### config.mk
export PLATFORM = sky130hd
export DESIGN_NAME = dmac_top
export DESIGN_NICKNAME = d
export VERILOG_FILES = /design/src/rtl/dma_pkg.sv /design/src/rtl/dma_regs.sv /design/src/rtl/dma_fsm.sv /design/src/rtl/dma_inhibit.sv /design/src/rtl/dmac_top.sv
export SDC_FILE = /design/constraint.sdc
export NUM_CORES = 1
export LEC_CHECK = 0
export BUFFER_PORTS_ARGS = -buffer_cell sky130_fd_sc_hd__buf_2
export CAP_MARGIN = 10
export CORE_ASPECT_RATIO = 1.5
export CORE_MARGIN = 4
export CORE_UTILIZATION = 30
export DETAILED_ROUTE_END_ITERATION = 10
export MAX_ROUTING_LAYER = met4
export SYNTH_ARGS = -nofsm -noshare
export SYNTH_HDL_FRONTEND = slang
export SYNTH_HIERARCHICAL = 1
export SYNTH_SLANG_ARGS = --single-unit
### constraint.sdc
create_clock -name clk -period 2.09 [get_ports clk]
set_input_delay 0.209 -clock clk [delete_from_list [all_inputs] [get_ports clk]]
set_output_delay 0.209 -clock clk [all_outputs]
set_load 0.02 [all_outputs]
### src/rtl/dma_pkg.sv
package dma_pkg;

    typedef enum logic [1:0] {
        MODE_BLOCK  = 2'd0,
        MODE_STEAL  = 2'd1,
        MODE_ILEAVE = 2'd2,
        MODE_RSVD   = 2'd3
    } dma_mode_e;

    typedef enum logic [2:0] {
        ST_IDLE,
        ST_HOLD,
        ST_FREEZE,
        ST_WAITSLOT,
        ST_XFER,
        ST_RELEASE
    } dma_state_e;

endpackage

### src/rtl/dma_regs.sv
module dma_regs
    import dma_pkg::*;
#(
    parameter int ADDR_W = 16,
    parameter int CNT_W  = 12
) (
    input  logic              clk,
    input  logic              rst_n,
    input  logic              cfg_we,
    input  logic              accept,
    input  logic [ADDR_W-1:0] cfg_addr,
    input  logic [CNT_W-1:0]  cfg_count,
    input  logic [1:0]        cfg_mode,
    input  logic              cfg_dir,
    input  logic              step,
    output logic [ADDR_W-1:0] cur_addr,
    output logic [CNT_W-1:0]  cur_count,
    output dma_mode_e         cur_mode,
    output logic              cur_dir,
    output logic              done,
    output logic              armed,
    output logic              last
);

    localparam logic [ADDR_W-1:0] ADDR_ONE = 1;
    localparam logic [CNT_W-1:0]  CNT_ONE  = 1;
    localparam logic [CNT_W-1:0]  CNT_ZERO = '0;

    dma_mode_e mode_in;

    // The reserved encoding falls back to block transfer.
    always_comb begin
        mode_in = dma_mode_e'(cfg_mode);
        if (mode_in == MODE_RSVD) mode_in = MODE_BLOCK;
    end

    always_ff @(posedge clk or negedge rst_n) begin
        if (!rst_n) begin
            cur_addr  <= '0;
            cur_count <= CNT_ZERO;
            cur_mode  <= MODE_BLOCK;
            cur_dir   <= 1'b0;
            done      <= 1'b0;
        end else if (cfg_we && accept) begin
            cur_addr  <= cfg_addr;
            cur_count <= cfg_count;
            cur_mode  <= mode_in;
            cur_dir   <= cfg_dir;
            done      <= 1'b0;
        end else if (step) begin
            cur_addr  <= cur_addr + ADDR_ONE;
            cur_count <= cur_count - CNT_ONE;
            if (cur_count == CNT_ONE) done <= 1'b1;
        end
    end

    assign armed = (cur_count != CNT_ZERO);
    assign last  = (cur_count == CNT_ONE);

endmodule

### src/rtl/dma_fsm.sv
module dma_fsm
    import dma_pkg::*;
(
    input  logic      clk,
    input  logic      rst_n,
    input  logic      armed,
    input  logic      last,
    input  dma_mode_e mode,
    input  logic      dreq,
    input  logic      hlda,
    input  logic      bus_idle,
    input  logic      instr_start,
    output logic      step,
    output logic      hold,
    output logic      inhibit_req,
    output logic      idle
);

    dma_state_e state, state_nx;
    logic       slot_used;

    // State register.
    always_ff @(posedge clk or negedge rst_n) begin
        if (!rst_n) state <= ST_IDLE;
        else        state <= state_nx;
    end

    // One interleave byte per instruction cycle; a byte in the marked cycle counts for the new one.
    always_ff @(posedge clk or negedge rst_n) begin
        if (!rst_n)                                     slot_used <= 1'b0;
        else if (state == ST_XFER && mode == MODE_ILEAVE) slot_used <= 1'b1;
        else if (instr_start)                           slot_used <= 1'b0;
    end

    // Next-state logic.
    always_comb begin
        state_nx = state;
        unique case (state)
            ST_IDLE: begin
                if (armed && dreq) begin
                    unique case (mode)
                        MODE_STEAL:  state_nx = ST_FREEZE;
                        MODE_ILEAVE: state_nx = ST_WAITSLOT;
                        default:     state_nx = ST_HOLD;
                    endcase
                end
            end
            ST_HOLD:     if (hlda) state_nx = ST_XFER;
            ST_FREEZE:   state_nx = ST_XFER;
            ST_WAITSLOT: if (bus_idle && (!slot_used || instr_start)) state_nx = ST_XFER;
            ST_XFER: begin
                unique case (mode)
                    MODE_STEAL:  state_nx = ST_RELEASE;
                    MODE_ILEAVE: state_nx = last ? ST_IDLE : ST_WAITSLOT;
                    default:     state_nx = last ? ST_RELEASE : ST_XFER;
                endcase
            end
            ST_RELEASE: begin
                if (mode == MODE_STEAL) begin
                    if (!dreq) state_nx = ST_IDLE;
                end else if (!hlda) begin
                    state_nx = ST_IDLE;
                end
            end
            default: state_nx = ST_IDLE;
        endcase
    end

    // Outputs decoded from the registered state.
    always_comb begin
        step        = (state == ST_XFER);
        idle        = (state == ST_IDLE);
        hold        = (mode == MODE_BLOCK) && (state == ST_HOLD || state == ST_XFER);
        inhibit_req = !((mode == MODE_STEAL) && (state == ST_FREEZE || state == ST_XFER));
    end

endmodule

### src/rtl/dma_inhibit.sv
module dma_inhibit (
    input  logic clk,
    input  logic rst_n,
    input  logic inhibit_req,
    output logic inhibit
);

    // Retimed on the falling edge so the gated processor clock only loses whole pulses.
    always_ff @(negedge clk or negedge rst_n) begin
        if (!rst_n) inhibit <= 1'b1;
        else        inhibit <= inhibit_req;
    end

endmodule

### src/rtl/dmac_top.sv
module dmac_top
    import dma_pkg::*;
#(
    parameter int ADDR_W = 16,
    parameter int CNT_W  = 12,
    parameter int DATA_W = 8
) (
    input  logic              clk,
    input  logic              rst_n,
    input  logic              cfg_we,
    input  logic [ADDR_W-1:0] cfg_addr,
    input  logic [CNT_W-1:0]  cfg_count,
    input  logic [1:0]        cfg_mode,
    input  logic              cfg_dir,
    input  logic              dreq,
    output logic              dack,
    output logic              hold,
    input  logic              hlda,
    output logic              inhibit,
    input  logic              bus_idle,
    input  logic              instr_start,
    output logic [ADDR_W-1:0] mem_addr,
    output logic              mem_rd,
    output logic              mem_wr,
    output logic              io_rd,
    output logic              io_wr,
    input  logic [DATA_W-1:0] mem_rdata,
    input  logic [DATA_W-1:0] io_rdata,
    output logic [DATA_W-1:0] xfer_data,
    output logic              done
);

    logic [CNT_W-1:0] cur_count;
    dma_mode_e        cur_mode;
    logic             cur_dir;
    logic             armed, last, step, idle, inhibit_req;

    dma_regs #(.ADDR_W(ADDR_W), .CNT_W(CNT_W)) u_regs (
        .clk       (clk),
        .rst_n     (rst_n),
        .cfg_we    (cfg_we),
        .accept    (idle),
        .cfg_addr  (cfg_addr),
        .cfg_count (cfg_count),
        .cfg_mode  (cfg_mode),
        .cfg_dir   (cfg_dir),
        .step      (step),
        .cur_addr  (mem_addr),
        .cur_count (cur_count),
        .cur_mode  (cur_mode),
        .cur_dir   (cur_dir),
        .done      (done),
        .armed     (armed),
        .last      (last)
    );

    dma_fsm u_fsm (
        .clk         (clk),
        .rst_n       (rst_n),
        .armed       (armed),
        .last        (last),
        .mode        (cur_mode),
        .dreq        (dreq),
        .hlda        (hlda),
        .bus_idle    (bus_idle),
        .instr_start (instr_start),
        .step        (step),
        .hold        (hold),
        .inhibit_req (inhibit_req),
        .idle        (idle)
    );

    dma_inhibit u_inh (
        .clk         (clk),
        .rst_n       (rst_n),
        .inhibit_req (inhibit_req),
        .inhibit     (inhibit)
    );

    // Fly-by data path: the source read and the destination write share the byte cycle.
    always_comb begin
        dack      = step;
        mem_rd    = step &&  cur_dir;
        io_wr     = step &&  cur_dir;
        io_rd     = step && !cur_dir;
        mem_wr    = step && !cur_dir;
        xfer_data = cur_dir ? mem_rdata : io_rdata;
    end

endmodule

==> summary.md, run 1 <==
| Metric | Value |
|---|---|
| HPWL after detailed placement | `5190 um` |
| First-pass GRT wire length | `10900 um` |
| Average detailed-routed wire length per instance | `14.9 um` |
| Antenna Nets Post-Route | `0` |
| Violations in the final reports | `negative setup slack` |
| Number of nets in the finished design | `418` |
| Number of antenna violations at the first check in global routing | `0` |
| Number of enable-type register cells in the synthesized netlist | `0` |
| Required time of the worst setup path | `1880 ps` |
| Vias in the first global route | `2297` |
| Avg Inst Size Synth | `9.38 um2` |
| Peak supply drop | `0.617 mV` |
| Total overflow reported by the global router | `0` |
| Maximum number of pins on one net before global-route repair | `37` |
| Count of standard-cell rows | `40` |
| Critical Path, Cell by Cell | `buf_6` |
| Height of the chip | `118 um` |
| Setup crit end kind | `output pin` |
| Die area | `9660 um2` |
| Areal power density over the cells | `1440 nW/um2` |
| Count of inserted antenna diode cells | `0` |
| Initial Util | `30.6%` |
| Number of standard cells in the final layout excluding fillers | `461` |
| DRC violations left | `0` |
| Die width | `81.6 um` |
| Netlist Area Pre-Place | `2440 um2` |
| RePlAce Congestion | `0.844` |
| Sequential cell area | `927 um2` |
| Final cell area excluding filler cells | `3250 um2` |
| Family with the most delay on the worst path | `flip-flops` |
| Number of cells produced by synthesis | `260` |
| Number of buffers inserted for hold repair after clock tree synthesis | `0` |
| Clock latency of the later-clocked register in the worst-skew pair | `350 ps` |
| First-pass detailed-route iteration total | `4` |
| Yosys warning total | `6` |
| Area after detailed placement | `3040 um2` |
| Ratio of routed vias to standard cells | `5.09` |
| Count of placed standard cells including taps | `449` |
| Distinct cells, synth | `60` |
| Top Ports | `86` |
| Number of inserted filler cells in the final layout | `804` |
| Number of hold violations in the final report | `0` |
| GRT Total Usage | `14.8%` |
| Outcome | `finished with violations` |
| Initial DRC count | `104` |
| Number of nets produced by synthesis | `323` |
| Vias after detailed routing | `2345` |
| Maximum fanout encountered on the critical timing path | `1` |
| Cell at the root of the clock tree | `sky130_fd_sc_hd__clkbuf_16` |
| Flops & latches, synth | `37` |
| Hold WC Path Type | `input pin to asynchronous set/reset pin` |
| Critical path class | `flop to output pin` |
| Share of cells above drive strength 1 | `37.1%` |
| Syn-to-layout area delta | `33.4%` |
| Cell type of the slowest stage on the worst timing path | `sky130_fd_sc_hd__dfstp_2` |
| Total setup violations reported at the end of the flow | `1` |
| Part of the Yosys area used for sequential elements | `38.0%` |
| Port buffer count | `85` |
| FFs w/ async S/R, synth | `100%` |
| Core Util, Final | `40.9%` |
| Clock sinks | `37` |
| Kind of launch point of the worst setup path | `flop` |
| H-tree lvl count | `2` |
| Detailed Route WL | `6850 um` |
| Clock buffer depth | `2` |
| Relative max-transition margin | `60.7%` |
| Worst clock skew | `72.9 ps` |
| Worst-Margin Slew | `585 ps` |
| Static leakage | `1.46 nW` |
| Slew Limit Fails | `0` |
| Placeable core region | `7960 um2` |
| Buf/Inv on CP | `1` |
| Maxcap violations | `0` |
| Arr. time, crit path | `2010 ps` |
| Area of the multi-input gates | `1410 um2` |
| Clock tree from TritonCTS | `done` |
| Setup repair after global routing missed its margin | `yes` |
| Setup slack of the critical path after layout | `-133 ps` |
| Top FF cell, synth | `sky130_fd_sc_hd__dfrtp_1` |
| Number of buffers created by CTS | `5` |
| Clock slew at the register clock pins of the worst setup and hold paths | `60 ps` |
| Delay contributed by the slowest stage of the critical path | `510 ps` |
==> cells in the final DEF (no fill, tap or decap), types with 5 or more instances in the layout <==
master,Yosys,final
sky130_fd_sc_hd__clkbuf_16,0,5
sky130_fd_sc_hd__a31oi_1,12,12
sky130_fd_sc_hd__inv_1,8,8
sky130_fd_sc_hd__a21boi_0,5,5
sky130_fd_sc_hd__xnor2_1,6,6
sky130_fd_sc_hd__mux2_4,8,8
sky130_fd_sc_hd__o21ai_0,13,13
sky130_fd_sc_hd__o31ai_1,8,8
sky130_fd_sc_hd__or4_1,10,10
sky130_fd_sc_hd__nand2_1,32,32
sky130_fd_sc_hd__buf_4,3,18
sky130_fd_sc_hd__nor2_1,14,14
sky130_fd_sc_hd__buf_2,1,84
sky130_fd_sc_hd__ha_1,9,9
sky130_fd_sc_hd__nand2b_1,7,7
sky130_fd_sc_hd__nand4_1,7,7
sky130_fd_sc_hd__dfrtp_1,36,36
==> where the power goes <==
part | leakage [nW] | internal [W] | switching (W) | total, W
combinational | 0.932 | 0.00105 | 0.00126 | 0.00230
sequential | 0.438 | 0.00105 | 0.000456 | 0.00150
clock | 0.0853 | 0.000568 | 0.000325 | 0.000893
==> sequential cells by signal, summed over array words and instances (netlist names) <==
name,cells
u_fsm/state,3
u_inh/inhibit,1
u_fsm/slot_used,1
u_regs/cur_count,12
u_regs/cur_dir,1
u_regs/cur_addr,16
u_regs/done,1
u_regs/cur_mode,2
==> synthesized netlist by cell type, types with 2 or more instances <==
cell                       instances  area share (%)
sky130_fd_sc_hd__dfrtp_1          36              37
sky130_fd_sc_hd__nand2_1          32             4.9
sky130_fd_sc_hd__nor2_1           14             2.2
sky130_fd_sc_hd__o21ai_0          13             2.7
sky130_fd_sc_hd__a31oi_1          12             3.1
sky130_fd_sc_hd__or4_1            10             3.1
sky130_fd_sc_hd__ha_1              9             4.6
sky130_fd_sc_hd__clkbuf_1          8             1.2
sky130_fd_sc_hd__inv_1             8             1.2
sky130_fd_sc_hd__mux2_4            8             4.9
sky130_fd_sc_hd__o31ai_1           8             2.5
sky130_fd_sc_hd__nand2b_1          7             1.8
sky130_fd_sc_hd__nand4_1           7             1.8
sky130_fd_sc_hd__xnor2_1           6             2.2
sky130_fd_sc_hd__a21boi_0          5             1.5
sky130_fd_sc_hd__nand3_1           5             1.0
sky130_fd_sc_hd__nor3_1            4            0.82
sky130_fd_sc_hd__o211ai_1          4             1.2
sky130_fd_sc_hd__o41ai_1           4             1.4
sky130_fd_sc_hd__or3_1             4             1.0
sky130_fd_sc_hd__xor2_1            4             1.4
sky130_fd_sc_hd__and2_1            3            0.77
sky130_fd_sc_hd__buf_4             3            0.92
sky130_fd_sc_hd__nand3b_1          3            0.92
sky130_fd_sc_hd__nor4_1            3            0.77
sky130_fd_sc_hd__buf_1             2            0.31
sky130_fd_sc_hd__buf_6             2            0.92
sky130_fd_sc_hd__mux2i_1           2            0.82
sky130_fd_sc_hd__nor2b_1           2            0.51
sky130_fd_sc_hd__or4b_1            2            0.82
==> layer usage <==
layer | vias to the layer above | part of all wire, % | GRT usage (%) | routed length, um
met2 | 65 | 53 | 25.8 | 3600
met4 | 0 | 1.6 | 5.51 | 111
met1 | 1114 | 40 | 16.7 | 2720
met5 | - | 0 | - | 0
met3 | 7 | 6.1 | 2.29 | 420
li1 | 1159 | - | - | -
==> what timing repair did <==
| item | in CTS | in global routing |
|---|---|---|
| setup buffers | 0 | 4 |
| gates resized for setup | 2 | 1 |
| hold endpoints to repair | 0 | 0 |
| pin swaps | 0 | 3 |
| setup endpoints to repair | 1 | 6 |
==> per-stage QoR <==
stage / power, W / setup TNS, ps / hold WS, ps / setup slack [ps]
2_1_floorplan: 0.00303 / -57.8 / -86.6 / -40.1
3_3_place_gp: 0.00374 / 0 / 351 / 109
3_5_place_dp: 0.00378 / 0 / 350 / 71.8
4_1_cts: 0.00469 / -141 / 46.2 / -141
5_1_grt: 0.00506 / -166 / 66.8 / -166
6_report: 0.00470 / -133 / 15.0 / -133
==> kinds of logic (layout without fill, tap and decap cells) <==
kind of cell / Yosys count / count (layout) / synth area share, %
AOI/OAI and AO/OA: 60 / 60 / 17.3
xor gates and xnor gates: 10 / 10 / 3.59
muxes: 11 / 11 / 6.21
adders and majority gates: 9 / 9 / 4.62
buffers and inverters: 24 / 120 / 4.82
DFF: 37 / 37 / 38.0
and+or+nand+nor: 109 / 109 / 25.4
==> path summary, 6_finish.rpt <==
kind	start	endpoint	slack [ps]	cells after the start
max in group asynchronous	rst_n	u_inh/inhibit$_DFF_NN1_	1200	1
max reg2reg	u_fsm/state[1]$_DFFE_PN0P_	u_regs/cur_addr[15]$_DFFE_PN0P_	80	5
min	rst_n	u_fsm/slot_used$_DFFE_PN0P_	10	2
min in group clk	cfg_dir	u_regs/cur_dir$_DFFE_PN0P_	120	3
min reg2reg	u_regs/cur_mode[1]$_DFFE_PN0P_	u_regs/cur_mode[1]$_DFFE_PN0P_	520	2
max	u_inh/inhibit$_DFF_NN1_	inhibit	-130	1
==> final cells by class <==
class,instances,area share [%]
Clock buffer,5,3.85
Clock inverter,4,1.54
Inverter,7,0.808
Multi-Input combinational cell,199,43.2
Sequential cell,37,28.5
Tap cell,105,4.04
Timing Repair Buffer,104,18.0
(Power assumes the default switching activity.)
==> inputs of run 2 (changes only) <==
CORE_UTILIZATION = 50   (was 30)
PLACE_DENSITY = 0.8   (was default)
clock period = 2.5 ns   (was 2.09 ns; I/O delays follow)
==> run 2 against run 1 <==
The flow now finishes without violations. Non-clock buffer count down 9. Core utilization up 25 points. Register-to-register slack better by 170 ps. Count of clock-buffer cells in the layout up 2. Sequential share of layout area up 1.8 points. Via count up 1.2%. Flip-flop and latch count unchanged. Worst hold slack worse by 3.5 ps. Critical path type unchanged.
==> summary.md, run 2 (same netlist as run 1, synthesis figures left out) <==
| Metric | Value |
|---|---|
| Area after detailed placement | `2930 um2` |
| Clock sinks | `37` |
| Arr. time, crit path | `2210 ps` |
| Critical Path, Cell by Cell | `buf_6` |
| Vias after detailed routing | `2374` |
| HPWL after detailed placement | `4730 um` |
| Clock buffer depth | `2` |
| Cell at the root of the clock tree | `sky130_fd_sc_hd__clkbuf_8` |
| Height of the chip | `93.5 um` |
| Antenna Nets Post-Route | `0` |
| Die width | `65.0 um` |
| Static leakage | `1.38 nW` |
| Outcome | `finished clean` |
| Top Ports | `86` |
| Clock tree from TritonCTS | `done` |
| Commonest non-fill, non-tap cell in the layout | `sky130_fd_sc_hd__buf_2` |
| GRT Total Usage | `21.5%` |
| Setup slack of the critical path after layout | `36.2 ps` |
| Total power | `0.00362 W` |
| Ratio of routed vias to standard cells | `5.78` |
| Maxcap violations | `0` |
| Required time of the worst setup path | `2250 ps` |
| Registers with the most flip-flops | `u_regs/cur_addr x16, u_regs/cur_count x12, u_fsm/state x3` |
| Buf/Inv on CP | `1` |
| Number of standard cells in the final layout excluding fillers | `411` |
| Vias in the first global route | `2301` |
| Detailed Route WL | `6260 um` |
| Port buffer count | `85` |
| Number of buffers inserted for hold repair after clock tree synthesis | `0` |
| Flip-flop count of the largest register, all copies and words added | `16` |
| Clock slew at the register clock pins of the worst setup and hold paths | `80 ps` |
| Hold WC Path Type | `input pin to asynchronous set/reset pin` |
| Family with the most delay on the worst path | `flip-flops` |
| Number of inserted filler cells in the final layout | `423` |
| Clock latency of the later-clocked register in the worst-skew pair | `340 ps` |
| DRC violations left | `0` |
| Placeable core region | `4620 um2` |
| Slew Limit Fails | `0` |
| Number of nets in the finished design | `409` |
| Setup slack after placement | `264 ps` |
| Count of standard-cell rows | `30` |
| Count of inserted antenna diode cells | `0` |
| Cell type of the slowest stage on the worst timing path | `sky130_fd_sc_hd__dfstp_2` |
| Peak supply drop | `0.762 mV` |
| Initial DRC count | `86` |
| Total overflow reported by the global router | `0` |
| RePlAce Congestion | `0.838` |
| Initial Util | `52.8%` |
| First-pass detailed-route iteration total | `4` |
| Maximum number of pins on one net before global-route repair | `37` |
| Critical path class | `flop to output pin` |
| Final cell area excluding filler cells | `3050 um2` |
| Count of placed standard cells including taps | `403` |
| Share of cells above drive strength 1 | `34.9%` |
| Worst clock skew | `53.6 ps` |
| H-tree lvl count | `2` |
| Number of buffers created by CTS | `5` |
| Die area | `6080 um2` |
| Average detailed-routed wire length per instance | `15.2 um` |
| Total setup violations reported at the end of the flow | `0` |
| Worst-Margin Slew | `656 ps` |
| Maximum fanout encountered on the critical timing path | `1` |
| Relative max-transition margin | `55.6%` |
| Delay contributed by the slowest stage of the critical path | `510 ps` |
| First-pass GRT wire length | `10100 um` |
| Fin Setup TNS | `0 ps` |
| Areal power density over the cells | `1190 nW/um2` |
| Most frequent cells in the layout | `sky130_fd_sc_hd__buf_2 (84), sky130_fd_sc_hd__dfrtp_1 (36), sky130_fd_sc_hd__nand2_1 (32), sky130_fd_sc_hd__nor2_1 (14), sky130_fd_sc_hd__o21ai_0 (13)` |
| Number of hold violations in the final report | `0` |
| Setup crit end kind | `output pin` |
| Setup repair after global routing missed its margin | `yes` |
| Register with the most flip-flops | `u_regs/cur_addr` |
| Kind of launch point of the worst setup path | `flop` |
| Syn-to-layout area delta | `25.2%` |
| Number of antenna violations at the first check in global routing | `0` |
[run 2: changes by cell type in the layout (fill, tap and decap cells not counted)]
cell,previous run,this run
sky130_fd_sc_hd__buf_4,18,10
sky130_fd_sc_hd__clkbuf_8,0,6
sky130_fd_sc_hd__clkbuf_16,5,0
sky130_fd_sc_hd__buf_12,1,0
sky130_fd_sc_hd__clkbuf_1,0,1
sky130_fd_sc_hd__clkinv_4,1,0
sky130_fd_sc_hd__clkinvlp_4,1,0
sky130_fd_sc_hd__nand3_1,4,5
sky130_fd_sc_hd__nand3_2,1,0
sky130_fd_sc_hd__nor3b_2,0,1
sky130_fd_sc_hd__nor3b_4,1,0
[run 2: final cells by class]
type | count | area [um2] | share of cell area, %
timing repair buffer | 95 | 507 | 16.6
sequential | 37 | 927 | 30.4
clock buffer | 7 | 86.3 | 2.83
clock inverter | 2 | 33.8 | 1.11
multi-input combinational | 199 | 1390 | 45.6
inverter | 7 | 26.3 | 0.860
tap | 64 | 80.1 | 2.62
[run 2: through the flow]
stage / util [%] / hold slack (ps)
CTS: 66.1 / 20.6
global route: 66.2 / 46.9
global placement: 63.5 / 337
detailed placement: 63.5 / 346
finish: 66.2 / 11.4
floorplan: - / -45.6
[run 2: report_power, final]
group,switching [W],internal [W]
clock,0.000215,0.000327
sequential,0.000397,0.000873
combinational,0.00101,0.000798
[run 2: timing repair]
item                                   4_1_cts  5_1_grt
gates resized for setup                      1        1
setup endpoints to repair                    1        1
buffers inserted                             0        0
endpoints found under the hold margin        0        0
pin swaps                                    0        0
[run 2: layer usage]
| layer | vias up | wire length, um | GRT usage [%] |
|---|---|---|---|
| met5 | - | 0 | - |
| met3 | 21 | 493 | 3.49 |
| li1 | 1130 | - | - |
| met2 | 125 | 3210 | 38.2 |
| met1 | 1098 | 2370 | 23.2 |
| met4 | 0 | 194 | 10.0 |
[run 2: worst paths after layout]
check | slack [ps] | to | cells past startpoint | startpoint
setup / recovery | 40 | inhibit | 1 | u_inh/inhibit$_DFF_NN1_
hold / removal | 10 | u_fsm/state[1]$_DFFE_PN0P_ | 2 | rst_n
setup reg to reg | 250 | u_regs/cur_addr[12]$_DFFE_PN0P_ | 5 | u_fsm/state[1]$_DFFE_PN0P_
hold reg to reg | 540 | u_regs/cur_mode[1]$_DFFE_PN0P_ | 2 | u_regs/cur_mode[1]$_DFFE_PN0P_
max in group asynchronous | 1380 | u_inh/inhibit$_DFF_NN1_ | 1 | rst_n
min in group clk | 160 | u_regs/cur_addr[4]$_DFFE_PN0P_ | 3 | cfg_addr[4]
==> inputs of run 3 (changes only) <==
CTS_BUF_LIST = sky130_fd_sc_hd__clkbuf_16   (was default)
==> run 3 against run 2 <==
Count of clock-buffer cells in the layout shrank 2. Critical endpoint unchanged. Core utilization up 1.0 points. Via count is 1.6% lower. Critical path depth is the same. First-iteration DRC count rose by 15%.
==> summary.md, run 3 (same netlist as run 1, synthesis figures left out) <==
| Metric | Value |
|---|---|
| Area of the multi-input gates | `1390 um2` |
| Sequential cell area | `927 um2` |
| Family with the most delay on the worst path | `flip-flops` |
| Die area | `6080 um2` |
| Clock tree from TritonCTS | `done` |
| Detailed Route WL | `6290 um` |
| Maxcap violations | `0` |
| Routed wl met2 | `3300 um` |
| Hold WC Path Type | `input pin to asynchronous set/reset pin` |
| Sequential power share | `33.6%` |
| Critical Path, Cell by Cell | `buf_6` |
| Flip-flop count of the largest register, all copies and words added | `16` |
| Core Util, Final | `67.2%` |
| Placeable core region | `4620 um2` |
| Worst-Margin Slew | `702 ps` |
| Clock latency of the later-clocked register in the worst-skew pair | `350 ps` |
| Die width | `65.0 um` |
| Peak supply drop | `0.806 mV` |
| Number of antenna violations at the first check in global routing | `0` |
| Height of the chip | `93.5 um` |
| Setup slack of the critical path after layout | `33.5 ps` |
| Arr. time, crit path | `2220 ps` |
| Cell at the root of the clock tree | `sky130_fd_sc_hd__clkbuf_16` |
| Critical path class | `flop to output pin` |
| Uppermost layer routed | `met4` |
| Total power | `0.00378 W` |
| Cell internal power dissipation | `0.00214 W` |
| First-pass GRT wire length | `10200 um` |
| Top Ports | `86` |
| Maximum fanout encountered on the critical timing path | `1` |
| Clock sinks | `37` |
| Number of nets in the finished design | `409` |
| Relative max-transition margin | `52.5%` |
| Maximum number of pins on one net before global-route repair | `37` |
| Areal power density over the cells | `1220 nW/um2` |
| Total setup violations reported at the end of the flow | `0` |
| Cell type of the slowest stage on the worst timing path | `sky130_fd_sc_hd__dfstp_2` |
| NetSw | `0.00165 W` |
| Clock slew at the register clock pins of the worst setup and hold paths | `60 ps` |
| Static leakage | `1.41 nW` |
| Initial Util | `52.8%` |
| Number of hold violations in the final report | `0` |
| Register with the most flip-flops | `u_regs/cur_addr` |
| Final cell area excluding filler cells | `3100 um2` |
| H-tree lvl count | `2` |
| Final hold slack | `26.6 ps` |
| Kind of launch point of the worst setup path | `flop` |
| Vias in the first global route | `2308` |
| HPWL after detailed placement | `4730 um` |
| Commonest non-fill, non-tap cell in the layout | `sky130_fd_sc_hd__buf_2` |
| Detailed route wirelength on metal3 | `429 um` |
| Registers with the most flip-flops | `u_regs/cur_addr x16, u_regs/cur_count x12, u_fsm/state x3` |
| Total overflow reported by the global router | `0` |
| Syn-to-layout area delta | `27.1%` |
| Port buffer count | `85` |
| Worst clock skew | `67.1 ps` |
| Wire length on met1 | `2390 um` |
| Most frequent cells in the layout | `sky130_fd_sc_hd__buf_2 (84), sky130_fd_sc_hd__dfrtp_1 (36), sky130_fd_sc_hd__nand2_1 (32), sky130_fd_sc_hd__nor2_1 (14), sky130_fd_sc_hd__o21ai_0 (13)` |
| Fraction of power spent switching nets | `43.5%` |
| Share of total power in combinational logic | `47.8%` |
| DRC violations left | `0` |
| Clock buffer depth | `2` |
| Setup slack after placement | `264 ps` |
| Count of standard-cell rows | `30` |
| Clock Power Share | `18.6%` |
| Ratio of routed vias to standard cells | `5.69` |
| Average detailed-routed wire length per instance | `15.3 um` |
| Antenna Nets Post-Route | `0` |
| Slew Limit Fails | `0` |
| Required time of the worst setup path | `2250 ps` |
| Total setup buffers inserted after CTS | `0` |
| Vias after detailed routing | `2337` |
| Initial DRC count | `99` |
| Setup crit end kind | `output pin` |
| Count of inserted antenna diode cells | `0` |
| First-pass detailed-route iteration total | `4` |
| Delay contributed by the slowest stage of the critical path | `510 ps` |
| Buf/Inv on CP | `1` |
| Area after detailed placement | `2930 um2` |
| Share of cells above drive strength 1 | `34.6%` |
| Number of inserted filler cells in the final layout | `414` |
| Outcome | `finished clean` |
| GRT Total Usage | `21.8%` |
| RePlAce Congestion | `0.838` |
| Number of buffers created by CTS | `5` |
-- run 3: cell count changes in the layout (fill, tap and decap cells not counted) --
cell,change
sky130_fd_sc_hd__inv_1,+1
sky130_fd_sc_hd__clkbuf_16,+5
sky130_fd_sc_hd__clkbuf_8,-6
sky130_fd_sc_hd__clkbuf_1,-1
sky130_fd_sc_hd__clkinv_1,+1
-- run 3: cell type report --
class / count / share of cell area (%)
flip-flops and latches: 37 / 29.9
clock buffers: 5 / 4.04
well taps: 64 / 2.58
repair buffers: 95 / 16.3
multi-input cells: 199 / 45.0
clock inverters: 4 / 1.33
inverters: 7 / 0.847
-- run 3: path summary, 6_finish.rpt --
kind,start,endpoint,slack (ps),depth (start not counted)
max reg2reg,u_fsm/state[1]$_DFFE_PN0P_,u_regs/cur_addr[12]$_DFFE_PN0P_,270,5
max,u_inh/inhibit$_DFF_NN1_,inhibit,30,1
min in group clk,cfg_addr[4],u_regs/cur_addr[4]$_DFFE_PN0P_,170,3
min reg2reg,u_regs/cur_mode[0]$_DFFE_PN0P_,u_regs/cur_mode[0]$_DFFE_PN0P_,530,2
max in group asynchronous,rst_n,u_inh/inhibit$_DFF_NN1_,1390,1
min,rst_n,u_regs/cur_mode[0]$_DFFE_PN0P_,30,2
-- run 3: stage by stage --
step | setup TNS [ps] | instances
4_1_cts | 0 | 411
3_5_place_dp | 0 | 403
3_3_place_gp | 0 | 403
6_report | 0 | 411
2_1_floorplan | 0 | 260
5_1_grt | -0.00955 | 411
-- run 3: routing by layer --
layer,global-route usage (%),vias to the layer above
met5,-,-
met4,8.82,0
met3,4.21,15
met2,38.9,103
met1,23.2,1084
li1,-,1135
-- run 3: timing repair --
| action | in CTS | in global routing |
|---|---|---|
| hold buffers | 0 | 0 |
| endpoints found under the setup margin | 1 | 1 |
| resized for setup | 1 | 1 |
-- run 3: worst reg2reg max path: stages (launching register included) --
cell                       delay (ps)
sky130_fd_sc_hd__dfrtp_1          470
sky130_fd_sc_hd__nor3b_2          420
sky130_fd_sc_hd__buf_4            200
sky130_fd_sc_hd__nand3_1          260
sky130_fd_sc_hd__or4_1            600
sky130_fd_sc_hd__o211ai_1         190
-- run 3: power groups by stage --
stage | Combinational [W] | Clock, W | Sequential, W
after floorplan | 0.00123 | 0.00000501 | 0.00127
after global routing | 0.00199 | 0.000748 | 0.00132
final | 0.00181 | 0.000703 | 0.00127
after global placement | 0.00175 | 0.00000501 | 0.00126
after CTS | 0.00182 | 0.000713 | 0.00126
after detailed placement | 0.00181 | 0.00000501 | 0.00127
